===== config.mk =====
export PLATFORM = sky130hd
export DESIGN_NAME = frac_rate_bit_mult
export DESIGN_NICKNAME = d
export VERILOG_FILES = /design/src/rtl/frm_pkg.sv /design/src/rtl/frm_slot_timer.sv /design/src/rtl/frm_mode_fsm.sv /design/src/rtl/frm_bit_hold.sv /design/src/rtl/frac_rate_bit_mult.sv
export SDC_FILE = /design/constraint.sdc
export NUM_CORES = 1
export LEC_CHECK = 0
export BUFFER_PORTS_ARGS = -buffer_cell sky130_fd_sc_hd__buf_2
export CAP_MARGIN = 20
export CORE_AREA = 4 4 41 43
export CTS_CLUSTER_DIAMETER = 30
export DETAILED_ROUTE_END_ITERATION = 6
export DIE_AREA = 0 0 45 47
export GPL_TIMING_DRIVEN = 0
export PLACE_DENSITY = 0.63
export REMOVE_ABC_BUFFERS = 1
export SLEW_MARGIN = 30
export SYNTH_ARGS = -nofsm -noshare
export SYNTH_HDL_FRONTEND = slang
export SYNTH_SLANG_ARGS = --single-unit

===== constraint.sdc =====
create_clock -name clk -period 1.35 [get_ports clk]
set_input_delay 0.405 -clock clk [delete_from_list [all_inputs] [get_ports clk]]
set_output_delay 0.405 -clock clk [all_outputs]
set_load 0.01 [all_outputs]

===== src/rtl/frm_pkg.sv =====
package frm_pkg;

    typedef enum logic [0:0] {
        ST_PASS = 1'b0,
        ST_MUL  = 1'b1
    } frm_state_e;

endpackage


===== src/rtl/frm_slot_timer.sv =====
module frm_slot_timer #(
    parameter int GROUP_LEN  = 5,
    parameter int BASE_HOLD  = 3,
    parameter int LONG_PHASE = 2
) (
    input  logic                          clk,
    input  logic                          rst_n,
    input  logic                          run,
    input  logic                          adv,
    output logic                          slot_end,
    output logic                          group_end,
    output logic [$clog2(GROUP_LEN)-1:0]  phase
);
    localparam int PH_W = $clog2(GROUP_LEN);
    localparam int RP_W = $clog2(BASE_HOLD + 1);
    localparam logic [PH_W-1:0] PH_LAST = PH_W'(GROUP_LEN - 1);
    localparam logic [PH_W-1:0] PH_LONG = PH_W'(LONG_PHASE);
    localparam logic [RP_W-1:0] REP_SHORT_END = RP_W'(BASE_HOLD - 1);
    localparam logic [RP_W-1:0] REP_LONG_END  = RP_W'(BASE_HOLD);

    logic [PH_W-1:0] phase_q;
    logic [RP_W-1:0] rep_q;
    logic [RP_W-1:0] rep_end;

    always_comb begin
        rep_end   = (phase_q == PH_LONG) ? REP_LONG_END : REP_SHORT_END;
        slot_end  = run && (rep_q == rep_end);
        group_end = slot_end && (phase_q == PH_LAST);
    end

    always_ff @(posedge clk or negedge rst_n) begin
        if (!rst_n) begin
            phase_q <= '0;
            rep_q   <= '0;
        end else if (!run) begin
            phase_q <= '0;
            rep_q   <= '0;
        end else if (slot_end) begin
            rep_q <= '0;
            if (adv) begin
                phase_q <= (phase_q == PH_LAST) ? '0 : phase_q + 1'b1;
            end
        end else begin
            rep_q <= rep_q + 1'b1;
        end
    end

    assign phase = phase_q;

    // Slots last at least two cycles, so two ready pulses never touch.
    assert_slot_spacing_R2: assert property (@(posedge clk) disable iff (!rst_n)
        slot_end |=> !slot_end);

    assert_phase_wrap_R4: assert property (@(posedge clk) disable iff (!rst_n)
        (slot_end && adv && phase_q == PH_LAST) |=> (phase_q == '0));

    assert_stall_keeps_phase_R5: assert property (@(posedge clk) disable iff (!rst_n)
        (slot_end && !adv && !group_end) |=> ($stable(phase_q) && rep_q == '0));

endmodule


===== src/rtl/frm_mode_fsm.sv =====
module frm_mode_fsm
    import frm_pkg::*;
(
    input  logic       clk,
    input  logic       rst_n,
    input  logic       mode_mul,
    input  logic       in_valid,
    input  logic       slot_end,
    input  logic       group_end,
    output frm_state_e state,
    output logic       in_ready,
    output logic       load,
    output logic       run
);
    frm_state_e state_q;
    frm_state_e state_d;

    always_ff @(posedge clk or negedge rst_n) begin
        if (!rst_n) state_q <= ST_PASS;
        else        state_q <= state_d;
    end

    always_comb begin
        state_d = state_q;
        unique case (state_q)
            ST_PASS: if (mode_mul)                 state_d = ST_MUL;
            ST_MUL:  if (group_end && !mode_mul)   state_d = ST_PASS;
            default:                               state_d = ST_PASS;
        endcase
    end

    always_comb begin
        in_ready = 1'b1;
        run      = 1'b0;
        unique case (state_q)
            ST_PASS: begin
                in_ready = 1'b1;
                run      = 1'b0;
            end
            ST_MUL: begin
                in_ready = slot_end;
                run      = 1'b1;
            end
            default: begin
                in_ready = 1'b1;
                run      = 1'b0;
            end
        endcase
        load = in_ready && in_valid;
    end

    assign state = state_q;

    assert_mode_change_at_group_end_R7: assert property (@(posedge clk) disable iff (!rst_n)
        (state_q == ST_MUL && !group_end) |=> (state_q == ST_MUL));

endmodule


===== src/rtl/frm_bit_hold.sv =====
module frm_bit_hold (
    input  logic clk,
    input  logic rst_n,
    input  logic load,
    input  logic d,
    output logic q
);
    always_ff @(posedge clk or negedge rst_n) begin
        if (!rst_n)    q <= 1'b0;
        else if (load) q <= d;
    end
endmodule


===== src/rtl/frac_rate_bit_mult.sv =====
module frac_rate_bit_mult #(
    parameter int GROUP_LEN  = 5,
    parameter int BASE_HOLD  = 3,
    parameter int LONG_PHASE = 2
) (
    input  logic clk,
    input  logic rst_n,
    input  logic mode_mul,
    input  logic in_bit,
    input  logic in_valid,
    output logic in_ready,
    output logic out_bit
);
    import frm_pkg::*;

    localparam int PH_W = $clog2(GROUP_LEN);

    frm_state_e      state;
    logic            load;
    logic            run;
    logic            slot_end;
    logic            group_end;
    logic [PH_W-1:0] phase;

    frm_slot_timer #(
        .GROUP_LEN (GROUP_LEN),
        .BASE_HOLD (BASE_HOLD),
        .LONG_PHASE(LONG_PHASE)
    ) timer_i (
        .clk      (clk),
        .rst_n    (rst_n),
        .run      (run),
        .adv      (load),
        .slot_end (slot_end),
        .group_end(group_end),
        .phase    (phase)
    );

    frm_mode_fsm fsm_i (
        .clk      (clk),
        .rst_n    (rst_n),
        .mode_mul (mode_mul),
        .in_valid (in_valid),
        .slot_end (slot_end),
        .group_end(group_end),
        .state    (state),
        .in_ready (in_ready),
        .load     (load),
        .run      (run)
    );

    frm_bit_hold hold_i (
        .clk  (clk),
        .rst_n(rst_n),
        .load (load),
        .d    (in_bit),
        .q    (out_bit)
    );

    assert_hold_between_takes_R3: assert property (@(posedge clk) disable iff (!rst_n)
        !(in_ready && in_valid) |=> $stable(out_bit));

    assert_take_latency_R3: assert property (@(posedge clk) disable iff (!rst_n)
        (in_ready && in_valid) |=> (out_bit == $past(in_bit)));

    assert_pass_ready_R6: assert property (@(posedge clk) disable iff (!rst_n)
        (state == ST_PASS) |-> in_ready);

    assert_enter_mul_phase0_R8: assert property (@(posedge clk) disable iff (!rst_n)
        (state == ST_PASS && mode_mul) |=> (!in_ready && phase == '0));

endmodule


# --- Yosys cells after proc, flatten, opt, wreduce, memory -nomap -nowiden ---
# Index checks and enable logic that the tools add are counted.
totals:
  out_inout_bits: 2
  latch_bits: 0
  romBits: 0
  n_memories: 0
  word_cells: 30
  register_bits: 7
  ram_bits: 0
op_classes:
  n_reduce_logical: 6
  n_eq_ne: 5
  shift: 0
  n_mux: 12
  multipliers: 0
  n_lt_le_gt_ge: 0
  n_addsub: 2
  div_mod_pow: 0
  bitwise: 1
op_table:
  columns: ["cell", "n"]
  rows:
  - ["3-bit 2-to-1 mux", 4]
  - ["1-bit one-hot mux with 2 select lines", 3]
  - ["1-bit logical AND", 4]
  - ["2-bit 2-to-1 mux", 2]
  - ["2-bit by 1-bit != test with 1-bit output (second input constant)", 2]
  - ["3-bit by 1-bit adder with 3-bit output (second input constant)", 1]
  - ["3-bit by 2-bit == test with 1-bit output (second input constant)", 1]
  - ["3-bit == test (second input constant)", 1]
  - ["1-bit 2-to-1 mux", 3]
  - ["2-bit by 1-bit adder with 2-bit output (second input constant)", 1]
  - ["2-bit == test", 1]
  - ["2-bit AND reduction", 1]
  - ["1-bit logical NOT", 1]
  - ["1-bit NOT", 1]

# --- Logic depth before layout (Yosys ltp) ---
depth:
  ltp_word: 9
  mapped_depth: 6

# --- Modules after synthesis ---
# From an unflattened synthesis, not the netlist that was laid out.
unflattened:
  hier_cells: 41
  hier_area_um2: 445.4
modules_own_cells:
  columns: ["mod", "n_inst", "seq_area_each_um2", "area_each_um2", "cells_each"]
  rows:
  - ["frm_slot_timer", 1, 125.1, 337.8, 33]
  - ["frm_mode_fsm", 1, 25.0, 67.6, 6]
  - ["frm_bit_hold", 1, 25.0, 40.0, 2]

# --- Worst setup path after synthesis ---
# OpenSTA, ideal clock, no wires.
synth_path:
  path_type: "register to register"
  start: "register timer_i.phase_q[0] (netlist: timer_i.phase[0])"
  end: "register hold_i.q"
  slack_ns: -0.138
  path_stages_with_launch: 7
  arrival_ns: 1.363
  path_cell_list: "dfrtp_1 > inv_1 > ha_1 > nor2b_4 > o211ai_4 > nand2_2 > mux2_4"
synth_via:
  elab_chain_len: 6
synth_lines:
  columns: ["element", "line_no", "source"]
  rows:
  - ["from (decl)", "frm_slot_timer.sv:21", "logic [PH_W-1:0] phase_q;"]
  - ["from (signal assigned)", "frm_slot_timer.sv:41", "phase_q <= (phase_q == PH_LAST) ? '0 : phase_q + 1'b1;"]
  - ["3-bit by 2-bit == test with 1-bit output", "frm_slot_timer.sv:26", "rep_end = (phase_q == PH_LONG) ? REP_LONG_END : REP_SHORT_END;"]
  - ["1-bit 2-to-1 mux", "frm_slot_timer.sv:26", null]
  - ["2-bit == test", "frm_slot_timer.sv:27", "slot_end = run && (rep_q == rep_end);"]
  - ["1-bit logical AND", "frm_slot_timer.sv:27", null]
  - ["1-bit one-hot mux with 2 select lines", "frm_mode_fsm.sv:35", "unique case (state_q)"]
  - ["via in_ready", "frac_rate_bit_mult.sv:11", "output logic in_ready,"]
  - ["1-bit logical AND", "frm_mode_fsm.sv:49", "load = in_ready && in_valid;"]
  - ["to (signal assigned)", "frm_bit_hold.sv:9", "if (!rst_n) q <= 1'b0;"]
  - ["to (signal assigned)", "frm_bit_hold.sv:10", "else if (load) q <= d;"]
  - ["to (decl)", "frm_bit_hold.sv:6", "output logic q"]
# The timed path passes the listed nets, and every way through them passes these cells.
# A chain may end at the register's enable or synchronous reset.

# --- Worst setup path in the final report ---
layout_path:
  start: "register timer_i.phase_q[0] (netlist: timer_i.phase[0])"
  end: "output port in_ready"
layout_via:
  elab_chain_len: 5
layout_lines:
  columns: ["element", "line_no"]
  rows:
  - ["3-bit by 2-bit == test with 1-bit output", "frm_slot_timer.sv:26"]
  - ["1-bit 2-to-1 mux", "frm_slot_timer.sv:26"]
  - ["2-bit == test", "frm_slot_timer.sv:27"]
  - ["1-bit logical AND", "frm_slot_timer.sv:27"]
  - ["1-bit one-hot mux with 2 select lines", "frm_mode_fsm.sv:35"]
  - ["to (decl)", "frac_rate_bit_mult.sv:11"]
# No other way between the ends.

==> summary.md <==
| Metric | Value |
|---|---|
| Top Ports | `7` |
| Failing checks | `negative setup slack` |
| Sequential share of the synthesized area | `39.7%` |
| Placed cell areas | `479 µm²` |
| Detailed-route via count | `335` |
| Final Hold Viols | `0` |
| Slew Viols, Final | `0` |
| Number of H-tree levels | `1` |
| Area contributors post-synth | `dfrtp_1 (40%), ha_1 (8.5%), o211ai_4 (4.8%)` |
| Synthesized instance count | `38` |
| Max_slew headroom | `78.7%` |
| Setup WS pre-CTS | `-240 ps` |
| Buf/Inv on CP | `2` |
| Total wire length | `877 µm` |
| Area growth from synthesis to layout | `43.6%` |
| PwrDens | `2340 mW/mm²` |
| RSZ-0062 raised after global routing | `yes` |
| Share of cells above drive strength 1 | `53.6%` |
| CP max FO | `3` |
| First-pass GRT wire length | `1390 µm` |
| Final setup viols | `6` |
| Seq cells post-synth | `7` |
| DIE AREA | `0.00212 mm²` |
| EDFF count, synth | `0` |
| Iter 0 DRT Violations | `0` |
| Row count | `13` |
| Type of the tightest min-delay check | `primary input to flip-flop` |
| Post-Syn Area | `442 µm²` |
| Mapped Avg Cell Area | `11.6 µm²` |
| # diodes | `0` |
| Least-Margin Pin Slew | `319 ps` |
| Clock skew | `0.490 ps` |
| Vias/cell | `4.72` |
| CTS root buf | `clkbuf_4` |
| Die Wd | `45 µm` |
| CP required | `950 ps` |
| Fin crit share | `126%` |
| Largest net degree at the start of global routing | `10` |
| Initial Utilization | `33.9%` |
| CTS tree | `done` |
| CTS buffer count | `3` |
| Routed wire per std cell | `12.4 µm` |
| Synth top cells by count | `dfrtp_1 (7), ha_1 (3), nand2_1 (3), nand3_1 (3)` |
| Vias in the first global route | `342` |
| Area leader, netlist | `dfrtp_1` |
| CP Cell Sequence | `inv_2, ha_4, nor2b_4, o211ai_4, buf_6` |
| Fmax | `586 MHz` |
| Clock buffer depth | `2` |
| Multi-input gate area | `297 µm²` |
| Main synth FF type | `dfrtp_1` |
| Fin util | `48.8%` |
| Slowest cell delay on critical path | `370 ps` |
| Slowest CP cell | `dfrtp_1` |
| Status | `complete, but fails checks` |
| Synth cell types | `24` |
| Synth top area share | `39.7%` |
| Max-Cap Viols | `0` |
| Critical path launch point type | `flip-flop` |
| Worst setup EP type | `output pin` |
| Gr ovfl total | `0` |
| Critical path type | `flip-flop to output pin` |
| Hpwl dp | `562 µm` |
| Clk_lat worst skew | `240 ps` |
| Final Critical Period | `1710 ps` |
| Total Routing Usage GR | `9.34%` |
| Fill count | `134` |
| Detail Route Antenna Nets | `0` |
| Setup slack after layout | `-355 ps` |
| Count leader, synth | `dfrtp_1` |
| Kind of cell adding the most delay to the critical path | `flip-flops` |
| CTS clk-pin slew, worst paths | `50 ps` |
| Drt drc | `0` |
| Register area | `175 µm²` |
| Pleak | `0.305 nW` |
| Final instance area | `634 µm²` |
| Core box area | `0.00130 mm²` |
| Die Ht | `47 µm` |
| Synth Warn # | `0` |
| Worst path arrival time | `1300 ps` |
| Ys async rst share | `100%` |
| CTS sink cnt | `7` |
| Port bufs | `6` |
| Peak VDD IR | `1.21 mV` |
| Placer Congestion | `0.645` |
| Nets@finish | `65` |
| Antenna violations before repair | `0` |
| Pre-antenna DRT Iters | `1` |
worst reg2reg max path, cell delays in order, from the launching register on:
cell,delay [ps]
dfrtp_1,390
inv_2,80
ha_4,140
nor2b_4,170
buf_4,120
buf_6,100
xnor2_4,120
nand3_2,150
mux2i_1,200
per-stage QoR:
step	cells	TNS [ps]	hold slack [ps]	total power, W
6_report	71	-1150	351	0.00148
3_3_place_gp	58	-986	243	0.000920
3_5_place_dp	58	-997	245	0.000927
2_1_floorplan	37	-286	109	0.000808
4_1_cts	67	-680	336	0.00128
5_1_grt	71	-1630	347	0.00160
registers in the layout, indices dropped and copies added, names as in the netlist:
signal,cells
timer_i.phase,3
timer_i.rep_q,2
fsm_i.state,1
hold_i.q,1
repair_timing:
item / in CTS / in global routing
buffers inserted: 4 / 4
gates resized for setup: 5 / 5
gates cloned: 0 / 0
setup endpoints to repair: 5 / 6
endpoints found under the hold margin: 7 / 0
pin swaps: 4 / 2
hold buffers: 1 / 0
routing by layer:
| metal | vias to the layer above | wire, µm | share of wire, % | track usage, % |
|---|---|---|---|---|
| met5 | - | 0 | 0 | 0 |
| met4 | 0 | 0 | 0 | 7.02 |
| met3 | 0 | 25 | 2.9 | 1.15 |
| met2 | 5 | 471 | 54 | 14.7 |
| met1 | 163 | 381 | 43 | 11.7 |
| li1 | 167 | - | - | - |
cell families after synthesis:
| kind of cell | share of synthesized area (%) |
|---|---|
| flip-flops | 39.7 |
| buffers and inverters | 4.25 |
| multiplexers | 7.93 |
| AO/OA/AOI/OAI | 11.6 |
| adder cells (fa/ha/maj) | 8.50 |
| AND/OR/NAND/NOR | 26.1 |
| XOR/XNOR | 1.98 |
worst paths after layout:
| kind | startpoint | end | slack (ps) | depth (start not counted) |
|---|---|---|---|---|
| min in group asynchronous | rst_n | hold_i.q | 520 | 2 |
| worst min-delay path | mode_mul | fsm_i.state | 350 | 2 |
| worst max register to register | timer_i.phase[0] | timer_i.phase[0] | -220 | 8 |
| max in group asynchronous | rst_n | timer_i.phase[2] | 680 | 2 |
| worst max-delay path | timer_i.phase[0] | in_ready | -360 | 5 |
| worst min register to register | hold_i.q | hold_i.q | 510 | 1 |
power breakdown:
part	internal [W]	leakage [nW]	switching [W]	total (W)
combinational	0.000526	0.208	0.000347	0.000873
clock	0.000112	0.0150	0.0000694	0.000182
sequential	0.000298	0.0827	0.000129	0.000427
cell usage in the layout (no fill, tap or decap), types with 2 or more instances in the layout:
master    instances
buf_2             5
buf_4             7
buf_6             2
clkbuf_4          3
dfrtp_1           7
ha_1              2
mux2i_1           2
nand2_1           3
nand3_1           2
final cells by class:
cell class	instances	share of cell area [%]
multi-input combinational	28	46.7
sequential	7	27.6
timing repair buffer	15	17.4
clock buffer	4	4.14
tap	15	2.96
inverter	2	1.18
No activity file was read; power rests on OpenSTA's default activity.
